<file path="src/rtl/oiw_pkg.sv">
package oiw_pkg;

  typedef enum logic [1:0] {
    ST_IDLE  = 2'd0,
    ST_START = 2'd1,
    ST_BITS  = 2'd2,
    ST_STOP  = 2'd3
  } oiw_state_e;

  localparam int unsigned FRAME_BYTES = 3;
  localparam int unsigned BYTE_BITS   = 8;
  localparam int unsigned ACK_SLOT    = BYTE_BITS;   // ninth clock of a byte
  localparam int unsigned BIDX_W      = $clog2(BYTE_BITS + 1);
  localparam int unsigned FIDX_W      = $clog2(FRAME_BYTES);

  localparam logic [7:0] CTRL_CMD  = 8'h00;
  localparam logic [7:0] CTRL_DATA = 8'h40;

  typedef struct packed {
    logic [7:0] addr;
    logic [7:0] ctrl;
    logic [7:0] pay;
  } oiw_frame_t;

endpackage

</file>
<file path="src/rtl/oiw_sync.sv">
module oiw_sync #(
  parameter int unsigned STAGES = 2,
  parameter logic        RESET_VAL = 1'b1
) (
  input  logic clk,
  input  logic rst,
  input  logic d,
  output logic q
);
  logic [STAGES-1:0] chain;

  generate
    for (genvar s = 0; s < STAGES; s++) begin : g_stage
      if (s == 0) begin : g_first
        always_ff @(posedge clk) begin
          if (rst) chain[0] <= RESET_VAL;
          else     chain[0] <= d;
        end
      end else begin : g_next
        always_ff @(posedge clk) begin
          if (rst) chain[s] <= RESET_VAL;
          else     chain[s] <= chain[s-1];
        end
      end
    end
  endgenerate

  assign q = chain[STAGES-1];
endmodule

</file>
<file path="src/rtl/oiw_quarter_timer.sv">
module oiw_quarter_timer #(
  parameter int unsigned QTR_CYCLES = 17
) (
  input  logic clk,
  input  logic rst,
  input  logic run,
  output logic tick
);
  localparam int unsigned CW = (QTR_CYCLES > 1) ? $clog2(QTR_CYCLES) : 1;
  localparam logic [CW-1:0] LAST = CW'(QTR_CYCLES - 1);

  logic [CW-1:0] cnt;

  always_ff @(posedge clk) begin
    if (rst || !run) cnt <= '0;
    else if (cnt == LAST) cnt <= '0;
    else cnt <= cnt + 1'b1;
  end

  assign tick = run && (cnt == LAST);
endmodule

</file>
<file path="src/rtl/oiw_frame_reg.sv">
module oiw_frame_reg
  import oiw_pkg::*;
#(
  parameter logic [6:0] ADDR_BASE = 7'b0111100
) (
  input  logic                clk,
  input  logic                rst,
  input  logic                load,
  input  logic                is_data,
  input  logic                sel,
  input  logic [7:0]          payload,
  input  logic [FIDX_W-1:0]   byte_idx,
  input  logic [BIDX_W-1:0]   bit_idx,
  output logic                bit_val
);
  oiw_frame_t         frame_q;
  logic [7:0]         bytes [FRAME_BYTES];
  logic [7:0]         cur;

  always_ff @(posedge clk) begin
    if (rst) begin
      frame_q <= '0;
    end else if (load) begin
      frame_q.addr <= {ADDR_BASE[6:1], ADDR_BASE[0] | sel, 1'b0};
      frame_q.ctrl <= is_data ? CTRL_DATA : CTRL_CMD;
      frame_q.pay  <= payload;
    end
  end

  assign bytes[0] = frame_q.addr;
  assign bytes[1] = frame_q.ctrl;
  assign bytes[2] = frame_q.pay;

  always_comb begin
    cur = bytes[0];
    for (int i = 0; i < FRAME_BYTES; i++)
      if (byte_idx == FIDX_W'(i)) cur = bytes[i];
  end

  // MSB first; ack slot index reads as don't-care (line driver releases)
  always_comb begin
    bit_val = 1'b1;
    for (int b = 0; b < BYTE_BITS; b++)
      if (bit_idx == BIDX_W'(b)) bit_val = cur[BYTE_BITS-1-b];
  end
endmodule

</file>
<file path="src/rtl/oiw_bit_fsm.sv">
module oiw_bit_fsm
  import oiw_pkg::*;
(
  input  logic               clk,
  input  logic               rst,
  input  logic               accept,
  input  logic               tick,
  input  logic               sda_smp,
  output oiw_state_e         st,
  output logic [1:0]         ph,
  output logic [FIDX_W-1:0]  byte_idx,
  output logic [BIDX_W-1:0]  bit_idx,
  output logic               done_p,
  output logic               nack_p
);
  localparam logic [FIDX_W-1:0] LAST_BYTE = FIDX_W'(FRAME_BYTES - 1);
  localparam logic [BIDX_W-1:0] ACK_IDX   = BIDX_W'(ACK_SLOT);

  logic failed;

  always_ff @(posedge clk) begin
    if (rst) begin
      st       <= ST_IDLE;
      ph       <= 2'd0;
      byte_idx <= '0;
      bit_idx  <= '0;
      failed   <= 1'b0;
      done_p   <= 1'b0;
      nack_p   <= 1'b0;
    end else begin
      done_p <= 1'b0;
      nack_p <= 1'b0;
      if (st == ST_IDLE) begin
        if (accept) begin
          st       <= ST_START;
          ph       <= 2'd0;
          byte_idx <= '0;
          bit_idx  <= '0;
          failed   <= 1'b0;
        end
      end else if (tick) begin
        ph <= ph + 2'd1;
        unique case (st)
          ST_START: if (ph == 2'd3) st <= ST_BITS;
          ST_BITS: begin
            if (ph == 2'd3) begin
              if (bit_idx == ACK_IDX) begin
                bit_idx <= '0;
                if (sda_smp) begin
                  failed <= 1'b1;
                  st     <= ST_STOP;
                end else if (byte_idx == LAST_BYTE) begin
                  st <= ST_STOP;
                end else begin
                  byte_idx <= byte_idx + 1'b1;
                end
              end else begin
                bit_idx <= bit_idx + 1'b1;
              end
            end
          end
          ST_STOP: begin
            if (ph == 2'd3) begin
              st     <= ST_IDLE;
              done_p <= !failed;
              nack_p <= failed;
            end
          end
          default: st <= ST_IDLE;
        endcase
      end
    end
  end
endmodule

</file>
<file path="src/rtl/oiw_line_drive.sv">
module oiw_line_drive
  import oiw_pkg::*;
(
  input  logic               clk,
  input  logic               rst,
  input  oiw_state_e         st,
  input  logic [1:0]         ph,
  input  logic [BIDX_W-1:0]  bit_idx,
  input  logic               bit_val,
  output logic               scl_q,
  output logic               sdl_q
);
  localparam logic [BIDX_W-1:0] ACK_IDX = BIDX_W'(ACK_SLOT);

  always_ff @(posedge clk) begin
    if (rst) begin
      scl_q <= 1'b1;
      sdl_q <= 1'b0;
    end else begin
      unique case (st)
        ST_IDLE: begin
          scl_q <= 1'b1;
          sdl_q <= 1'b0;
        end
        ST_START: begin
          scl_q <= 1'b1;
          sdl_q <= ph[1];
        end
        ST_BITS: begin
          scl_q <= ph[1];
          if (ph == 2'd1) sdl_q <= (bit_idx == ACK_IDX) ? 1'b0 : !bit_val;
        end
        ST_STOP: begin
          scl_q <= ph[1];
          if (ph != 2'd0) sdl_q <= (ph != 2'd3);
        end
        default: begin
          scl_q <= 1'b1;
          sdl_q <= 1'b0;
        end
      endcase
    end
  end
endmodule

</file>
<file path="src/rtl/oled_i2c_writer.sv">
module oled_i2c_writer
  import oiw_pkg::*;
#(
  parameter int unsigned QTR_CYCLES  = 17,
  parameter int unsigned SYNC_STAGES = 2,
  parameter logic [6:0]  ADDR_BASE   = 7'b0111100
) (
  input  logic       clk,
  input  logic       rst,
  input  logic       req_valid,
  output logic       req_ready,
  input  logic       req_is_data,
  input  logic [7:0] req_byte,
  input  logic       addr_sel,
  output logic       scl_out,
  output logic       sda_pull_low,
  input  logic       sda_in,
  output logic       done,
  output logic       nack
);
  oiw_state_e         seq_state;
  logic [1:0]         seq_phase;
  logic [FIDX_W-1:0]  byte_idx;
  logic [BIDX_W-1:0]  bit_idx;
  logic               qtick;
  logic               sda_smp;
  logic               cur_bit;
  logic               take;

  assign req_ready = (seq_state == ST_IDLE);
  assign take      = req_valid && req_ready;

  oiw_sync #(.STAGES(SYNC_STAGES), .RESET_VAL(1'b1)) u_sync (
    .clk(clk), .rst(rst), .d(sda_in), .q(sda_smp)
  );

  oiw_quarter_timer #(.QTR_CYCLES(QTR_CYCLES)) u_timer (
    .clk(clk), .rst(rst), .run(seq_state != ST_IDLE), .tick(qtick)
  );

  oiw_frame_reg #(.ADDR_BASE(ADDR_BASE)) u_frame (
    .clk(clk), .rst(rst), .load(take), .is_data(req_is_data), .sel(addr_sel),
    .payload(req_byte), .byte_idx(byte_idx), .bit_idx(bit_idx), .bit_val(cur_bit)
  );

  oiw_bit_fsm u_fsm (
    .clk(clk), .rst(rst), .accept(take), .tick(qtick), .sda_smp(sda_smp),
    .st(seq_state), .ph(seq_phase), .byte_idx(byte_idx), .bit_idx(bit_idx),
    .done_p(done), .nack_p(nack)
  );

  oiw_line_drive u_drive (
    .clk(clk), .rst(rst), .st(seq_state), .ph(seq_phase), .bit_idx(bit_idx),
    .bit_val(cur_bit), .scl_q(scl_out), .sdl_q(sda_pull_low)
  );
endmodule

</file>
<file path="config.mk">
export PLATFORM = sky130hd
export DESIGN_NAME = oled_i2c_writer
export DESIGN_NICKNAME = d
export VERILOG_FILES = /design/src/rtl/oiw_pkg.sv /design/src/rtl/oiw_sync.sv /design/src/rtl/oiw_quarter_timer.sv /design/src/rtl/oiw_frame_reg.sv /design/src/rtl/oiw_bit_fsm.sv /design/src/rtl/oiw_line_drive.sv /design/src/rtl/oled_i2c_writer.sv
export SDC_FILE = /design/constraint.sdc
export NUM_CORES = 1
export LEC_CHECK = 0
export ABC_CLOCK_PERIOD_IN_PS = 2450
export CAP_MARGIN = 20
export CORE_MARGIN = 2
export CORE_UTILIZATION = 40
export DETAILED_ROUTE_END_ITERATION = 16
export PLACE_DENSITY = 0.71
export SKIP_CTS_REPAIR_TIMING = 1
export SYNTH_ARGS = -nofsm -noshare
export SYNTH_HDL_FRONTEND = slang
export SYNTH_HIERARCHICAL = 1
export SYNTH_SLANG_ARGS = --single-unit
</file>
<file path="constraint.sdc">
create_clock -name clk -period 2.45 [get_ports clk]
set_clock_uncertainty 0.05 [all_clocks]
set_input_delay 0.49 -clock clk [delete_from_list [all_inputs] [get_ports clk]]
set_output_delay 0.49 -clock clk [all_outputs]
set_load 0.02 [all_outputs]
</file>
### Word-level counts from Yosys, hierarchy flattened

Cells that the tools add are included.
W data, S select, Z words.

| cells by class | value |
|---|---|
| multiplexer cells | 49 |
| reductions and logical operators | 25 |
| bitwise gates (word level) | 3 |
| add/subtract/negate cells | 4 |
| equality and inequality tests | 27 |

Operators with widths:

| kind | count |
|---|---|
| $mux W2 | 19 |
| $mux W4 | 6 |
| $mux W1 | 18 |
| $eq A4 B3 Y1 const B | 4 |
| $mux W8 | 2 |
| $reduce_and A7 Y1 | 2 |
| $reduce_bool A2 Y1 | 7 |
| $ne A3 B3 Y1 const B | 3 |
| $eq A2 B2 Y1 const B | 4 |
| $eq A4 B2 Y1 const B | 2 |
| $mux W7 | 1 |
| $eq A2 B1 Y1 const B | 3 |
| $ne A2 B1 Y1 const B | 3 |
| $ne A2 B2 Y1 const B | 3 |
| $pmux W2 S3 | 1 |
| $reduce_and A6 Y1 | 1 |
| $reduce_or A2 Y1 | 3 |
| $add A5 B1 Y5 const B | 1 |
| $eq A5 B5 Y1 const B | 1 |
| $reduce_or A5 Y1 | 1 |
| $add A2 B1 Y2 const B | 2 |
| $add A4 B1 Y4 const B | 1 |
| $eq A4 B1 Y1 const B | 1 |
| $eq A4 B4 Y1 const B | 1 |
| 12 further kinds | 18 |

| storage, ports and cells | value |
|---|---|
| output and inout bits | 5 |
| input bits | 14 |
| register bits | 40 |
| logic and storage cells | 123 |

### Depth between registers and ports, before layout

| depth | value |
|---|---|
| word-level depth | 15 |
| mapped depth | 8 |
| mapped depth without buffers | 8 |

### Modules after synthesis

The synthesis kept the hierarchy.

Modules (own cells, without submodules):

| module | cells each | seq. area each (um^2) | area each (um^2) | instances |
|---|---|---|---|---|
| oiw_bit_fsm | 85 | 260.2 | 789.5 | 1 |
| oiw_frame_reg | 57 | 220.2 | 534.3 | 1 |
| oiw_quarter_timer | 23 | 100.1 | 222.7 | 1 |
| oiw_line_drive | 13 | 40.0 | 118.9 | 1 |
| oiw_sync | 4 | 40.0 | 52.6 | 1 |
| oled_i2c_writer | 3 | 0.0 | 17.5 | 1 |

### Worst setup path after synthesis

Ideal clock, no wire load.

| timing path | value |
|---|---|
| kind | reg-to-reg |
| start | register u_timer.cnt[0] |
| end | register u_fsm.bit_idx[1] |
| library setup time | 0.114 ns |
| arrival | 1.691 ns |
| period minus slack after synthesis | 1.856 ns |
| cell stages (with the launch flop) | 9 |
| data required time | 2.286 ns |
| path slack | 0.594 ns |
| buffers on the path | 0 |
| path through | dfxtp_1 > inv_1 > ha_1 > and4bb_1 > and2_2 > and2b_2 > a31oi_2 > mux2i_1 > nor2_1 |

| on the way | value |
|---|---|
| word-level cells in the longest chain between the ends | 4 |

Ends and longest elaborated chain:

| what | line | RTL |
|---|---|---|
| start, declared | oiw_quarter_timer.sv:12 | `logic [CW-1:0] cnt;` |
| start signal, assigned | oiw_quarter_timer.sv:17 | `else cnt <= cnt + 1'b1;` |
| $eq A5 B5 Y1 | oiw_quarter_timer.sv:20 | `assign tick = run && (cnt == LAST);` |
| $logic_and A1 B1 Y1 | oiw_quarter_timer.sv:20 |  |
| named net qtick | oled_i2c_writer.sv:25 | `logic qtick;` |
| $reduce_bool A2 Y1 (no source line) | - |  |
| $reduce_and A4 Y1 (no source line) | - |  |
| end signal, assigned | oiw_bit_fsm.sv:58 | `bit_idx <= bit_idx + 1'b1;` |
| end, declared | oiw_bit_fsm.sv:12 | `output logic [BIDX_W-1:0] bit_idx,` |

The timed path passes the listed nets, and every way through them passes these cells.
A chain may end at the register's enable or synchronous reset.

### Worst setup path after layout

| timing path | value |
|---|---|
| start | register u_fsm.st[0] |
| end | register u_fsm.byte_idx[1] |

| on the way | value |
|---|---|
| word-level cells in the longest chain between the ends | 4 |
| elaborated cells between the ends (all ways) | 14 |
| those cells by class | 4 x eq/ne; 1 x mux; 9 x reduce/logical |

Ends and longest elaborated chain:

| what | line | RTL |
|---|---|---|
| start, declared | oiw_bit_fsm.sv:9 | `output oiw_state_e st,` |
| start signal, assigned | oiw_bit_fsm.sv:23 | `st <= ST_IDLE;` |
| start signal, assigned | oiw_bit_fsm.sv:35 | `st <= ST_START;` |
| start signal, assigned | oiw_bit_fsm.sv:44 | `ST_START: if (ph == 2'd3) st <= ST_BITS;` |
| $logic_not A2 Y1 / $reduce_bool A2 Y1 (equally long branches) | oiw_bit_fsm.sv:33, oled_i2c_writer.sv:30, oled_i2c_writer.sv:38 |  |
| $logic_and A1 B1 Y1, on equally long branches | oled_i2c_writer.sv:31, oiw_quarter_timer.sv:20 |  |
| $ne A2 B1 Y1 (no source line) / $reduce_bool A2 Y1 (equally long branches) | - |  |
| $reduce_and A7 Y1 (no source line) | - |  |
| end signal, assigned | oiw_bit_fsm.sv:55 | `byte_idx <= byte_idx + 1'b1;` |
| end, declared | oiw_bit_fsm.sv:11 | `output logic [FIDX_W-1:0] byte_idx,` |

Several ways; a longest one is shown, not always the timed one.

==> impl_metrics.csv <==
group,metric,value,unit
status,outcome,"complete, no violations",
clocking,cts_root_buf,"clkbuf_8",
route,wire_per_inst,12.4,um
run,cap_violations,0,
clocking,insertion_delay,0.29,ns
route,ant_nets,0,
worst_setup_path,critPathMaxStageDelay,0.50,ns
synthesis,syn_avg_cell_area,9.38,sq um
floorplan,ios,19,
synthesis,syn_area,1740,sq um
grt,grt_pass1_wl,5.93,mm
synthesis,async_flop_share,0,%
worst_hold_path,whs_path_depth,1,
layout,fin_nets,234,
floorplan,row_count,23,
clocking,cts_sinks,33,
synthesis,ys_seq_area_share,38.1,%
placed_design,port_buffers,18,
route,num_vias,1342,
sta,layout_min_cycle_time,2.12,ns
synthesis,synth_nets,210,
placed_design,place.gp.congestion,0.874,
clocking,cts_made_buffers,5,
sta,tns,0,ns
floorplan,die_area,4880,sq um
route,dr.first_iter.drc_count,37,
sta,maxSlewViolCount,0,
worst_setup_path,ff2ff_path_depth,6,
route,drc,0,
layout,fillers,404,
sta,period_share,86.7,%
layout,drive_gt1_share,12.4,%
power_and_ir_drop,power_density,874,nW/um^2
floorplan,coreArea,4090,sq um
floorplan,start_util,42.5,%
sta,tightest_slew,0.512,ns
clocking,clock_path_buffers,2,
route,dr.pass1.iters,4,
sta,finalSetupViolations,0,
synthesis,synthFlopType,"dfxtp_1",
route,detail_route.vias_per_cell,5.16,
sta,rsz0062_at_grt,"no",
worst_setup_path,critical_path_arrival,2.25,ns
power_and_ir_drop,power.leakage,0.000828,uW
worst_setup_path,critical_path_class,"flip-flop to flip-flop",
grt,grt-ovfl-total,0,
synthesis,yosys_warnings,6,
synthesis,synth-edff-count,0,
worst_setup_path,setup.worst_path.end_class,"flip-flop",
clocking,clk_pin_slew,0.06,ns
worst_setup_path,cpMaxStageDelayCell,"dfxtp_1",
placed_design,place_hpwl,2.31,mm
clocking,cts_tree,"built",
grt,grt_pass1_vias,1280,
worst_setup_path,path_buf_inv,1,
route,drt_wl_total,3.22,mm
power_and_ir_drop,peakVddDrop,0.453,mV
grt,antenna_found_initial,0,
grt,grt_usage,15.1,%
layout,area_growth,20.3,%
layout,post-route-util,51.1,%
worst_setup_path,cp-start-kind,"flip-flop",
worst_setup_path,cpLargestDelayFamily,"flip-flops",
floorplan,die_width,69.9,um
worst_setup_path,crit_required,2.57,ns
worst_hold_path,hp-class,"flip-flop to flip-flop",
layout,diodes,0,
synthesis,synth-seq-cells,33,
placed_design,dp_slack,0.337,ns
clocking,cts-htree-levels,2,
worst_setup_path,cp_cell_sequence,"inv_1 -> ha_1 -> nor2_1 -> a31oi_1 -> nor3_2 -> mux2_2",
sta,worst_slack,0.325,ns
worst_setup_path,crit_cells,6,
sta,slew_headroom,65.8,%
floorplan,fp.dieH,69.9,um
synthesis,syn_inst,185,
sta,clock.fmax,471,MHz
synthesis,ys_types,53,
grt,grt_max_degree,15,
sta,hold_violations,0,
worst_setup_path,crit_fanout,11,
[flip-flops by register name, summed over array words and instances, names as in the netlist]
register and count:
u_timer/cnt 5, u_frame/bytes 11, u_drive/sdl_q 1, u_fsm/st 2, u_fsm/byte_idx 2, u_fsm/bit_idx 4, u_sync/q 1, u_drive/scl_q 1
u_fsm/nack_p 1, u_fsm/failed 1, u_sync/chain 1, u_fsm/ph 2, u_fsm/done_p 1
[cell type report]
type	instances	area [sq um]	area share, %
clock buffer	7	86.3	4.13
clock inverter	1	30.0	1.44
inverter	12	45.0	2.16
multi-input combinational	136	1000	47.9
sequential	33	661	31.6
tap	50	62.6	3.00
timing repair buffer	21	203	9.71
[worst paths after layout]
path                                   start                        endpoint  slack (ns)
setup reg to reg    u_fsm/st[0]$_SDFFE_PP0P_  u_fsm/byte_idx[1]$_SDFFE_PP0P_        0.33
setup / recovery    u_fsm/st[0]$_SDFFE_PP0P_  u_fsm/byte_idx[1]$_SDFFE_PP0P_        0.33
hold reg to reg   u_sync/chain[0]$_SDFF_PP1_             u_sync/q$_SDFF_PP1_        0.35
hold / removal    u_sync/chain[0]$_SDFF_PP1_             u_sync/q$_SDFF_PP1_        0.35
[where the power goes]
group	leakage [uW]	internal (uW)	switching [uW]	total [uW]
clock	0.0000585	331	195	526
combinational	0.000501	288	331	619
sequential	0.000269	608	71.6	679
[metrics by stage]
stage	cells	hold WS, ns	power (uW)	area (sq um)
floorplan	185	0.333	1160	1740
global placement	252	0.335	1300	1970
detailed placement	252	0.337	1300	1970
CTS	260	0.353	1840	2090
global route	260	0.386	1940	2090
finish	260	0.352	1820	2090
[kinds of logic (layout without fill, tap and decap cells)]
group,after synthesis,in the layout,share of synthesized area [%]
mux,17,17,9.95
compound gates,28,28,12.0
flops,33,33,38.1
fa+ha+maj,11,11,7.93
buf+inv,16,41,4.54
simple gates,76,76,25.5
xor+xnor,4,4,2.02
[worst register-to-register path, stage by stage, from the launching register on]
cell     delay (ns)
dfxtp_1        0.50
inv_1          0.16
ha_1           0.37
nor2_1         0.21
a31oi_1        0.15
nor3_2         0.21
mux2_2         0.36
[routing by layer]
layer  track usage [%]  vias up  share of wire [%]
met2              23.3       19                 47
met3              4.62        7                3.2
met1              19.2      626                 48
li1                  -      690                  -
met4              7.26        0                2.2
met5                 0        -                  0
[synth_stat cells (3+ instances only)]
cell type	n	area share [%]
a21oi_1	4	1.2
nand3_1	5	1.4
dfxtp_1	33	38
a31oi_1	3	1.1
nor2b_1	5	1.8
or2_1	3	1.1
nand2b_1	5	1.8
o21ai_0	4	1.2
nor2_1	28	6.1
ha_1	11	7.9
nor3_1	5	1.4
inv_1	12	2.6
nand2_1	5	1.1
mux2i_1	15	8.7
a22oi_1	3	1.3
[cell usage in the layout (no fill, tap or decap), types with 2 or more instances in the layout]
cell | netlist | final
inv_1 | 12 | 12
mux2i_1 | 15 | 15
nand3b_1 | 2 | 2
a31oi_1 | 3 | 3
dfxtp_1 | 33 | 33
nor2_1 | 28 | 28
nand2_1 | 5 | 5
nor4b_2 | 2 | 2
buf_4 | 0 | 3
xor2_1 | 2 | 2
xnor2_1 | 2 | 2
nor3_1 | 5 | 5
clkdlybuf4s50_1 | 0 | 18
a21oi_1 | 4 | 4
or2_1 | 3 | 3
o21ai_0 | 4 | 4
o22ai_1 | 2 | 2
nand2b_1 | 5 | 5
nor2b_1 | 5 | 5
a22oi_1 | 3 | 3
ha_1 | 11 | 11
clkbuf_8 | 1 | 6
nand3_1 | 5 | 5
mux2_2 | 2 | 2
Power figures use the tool's default switching activity.
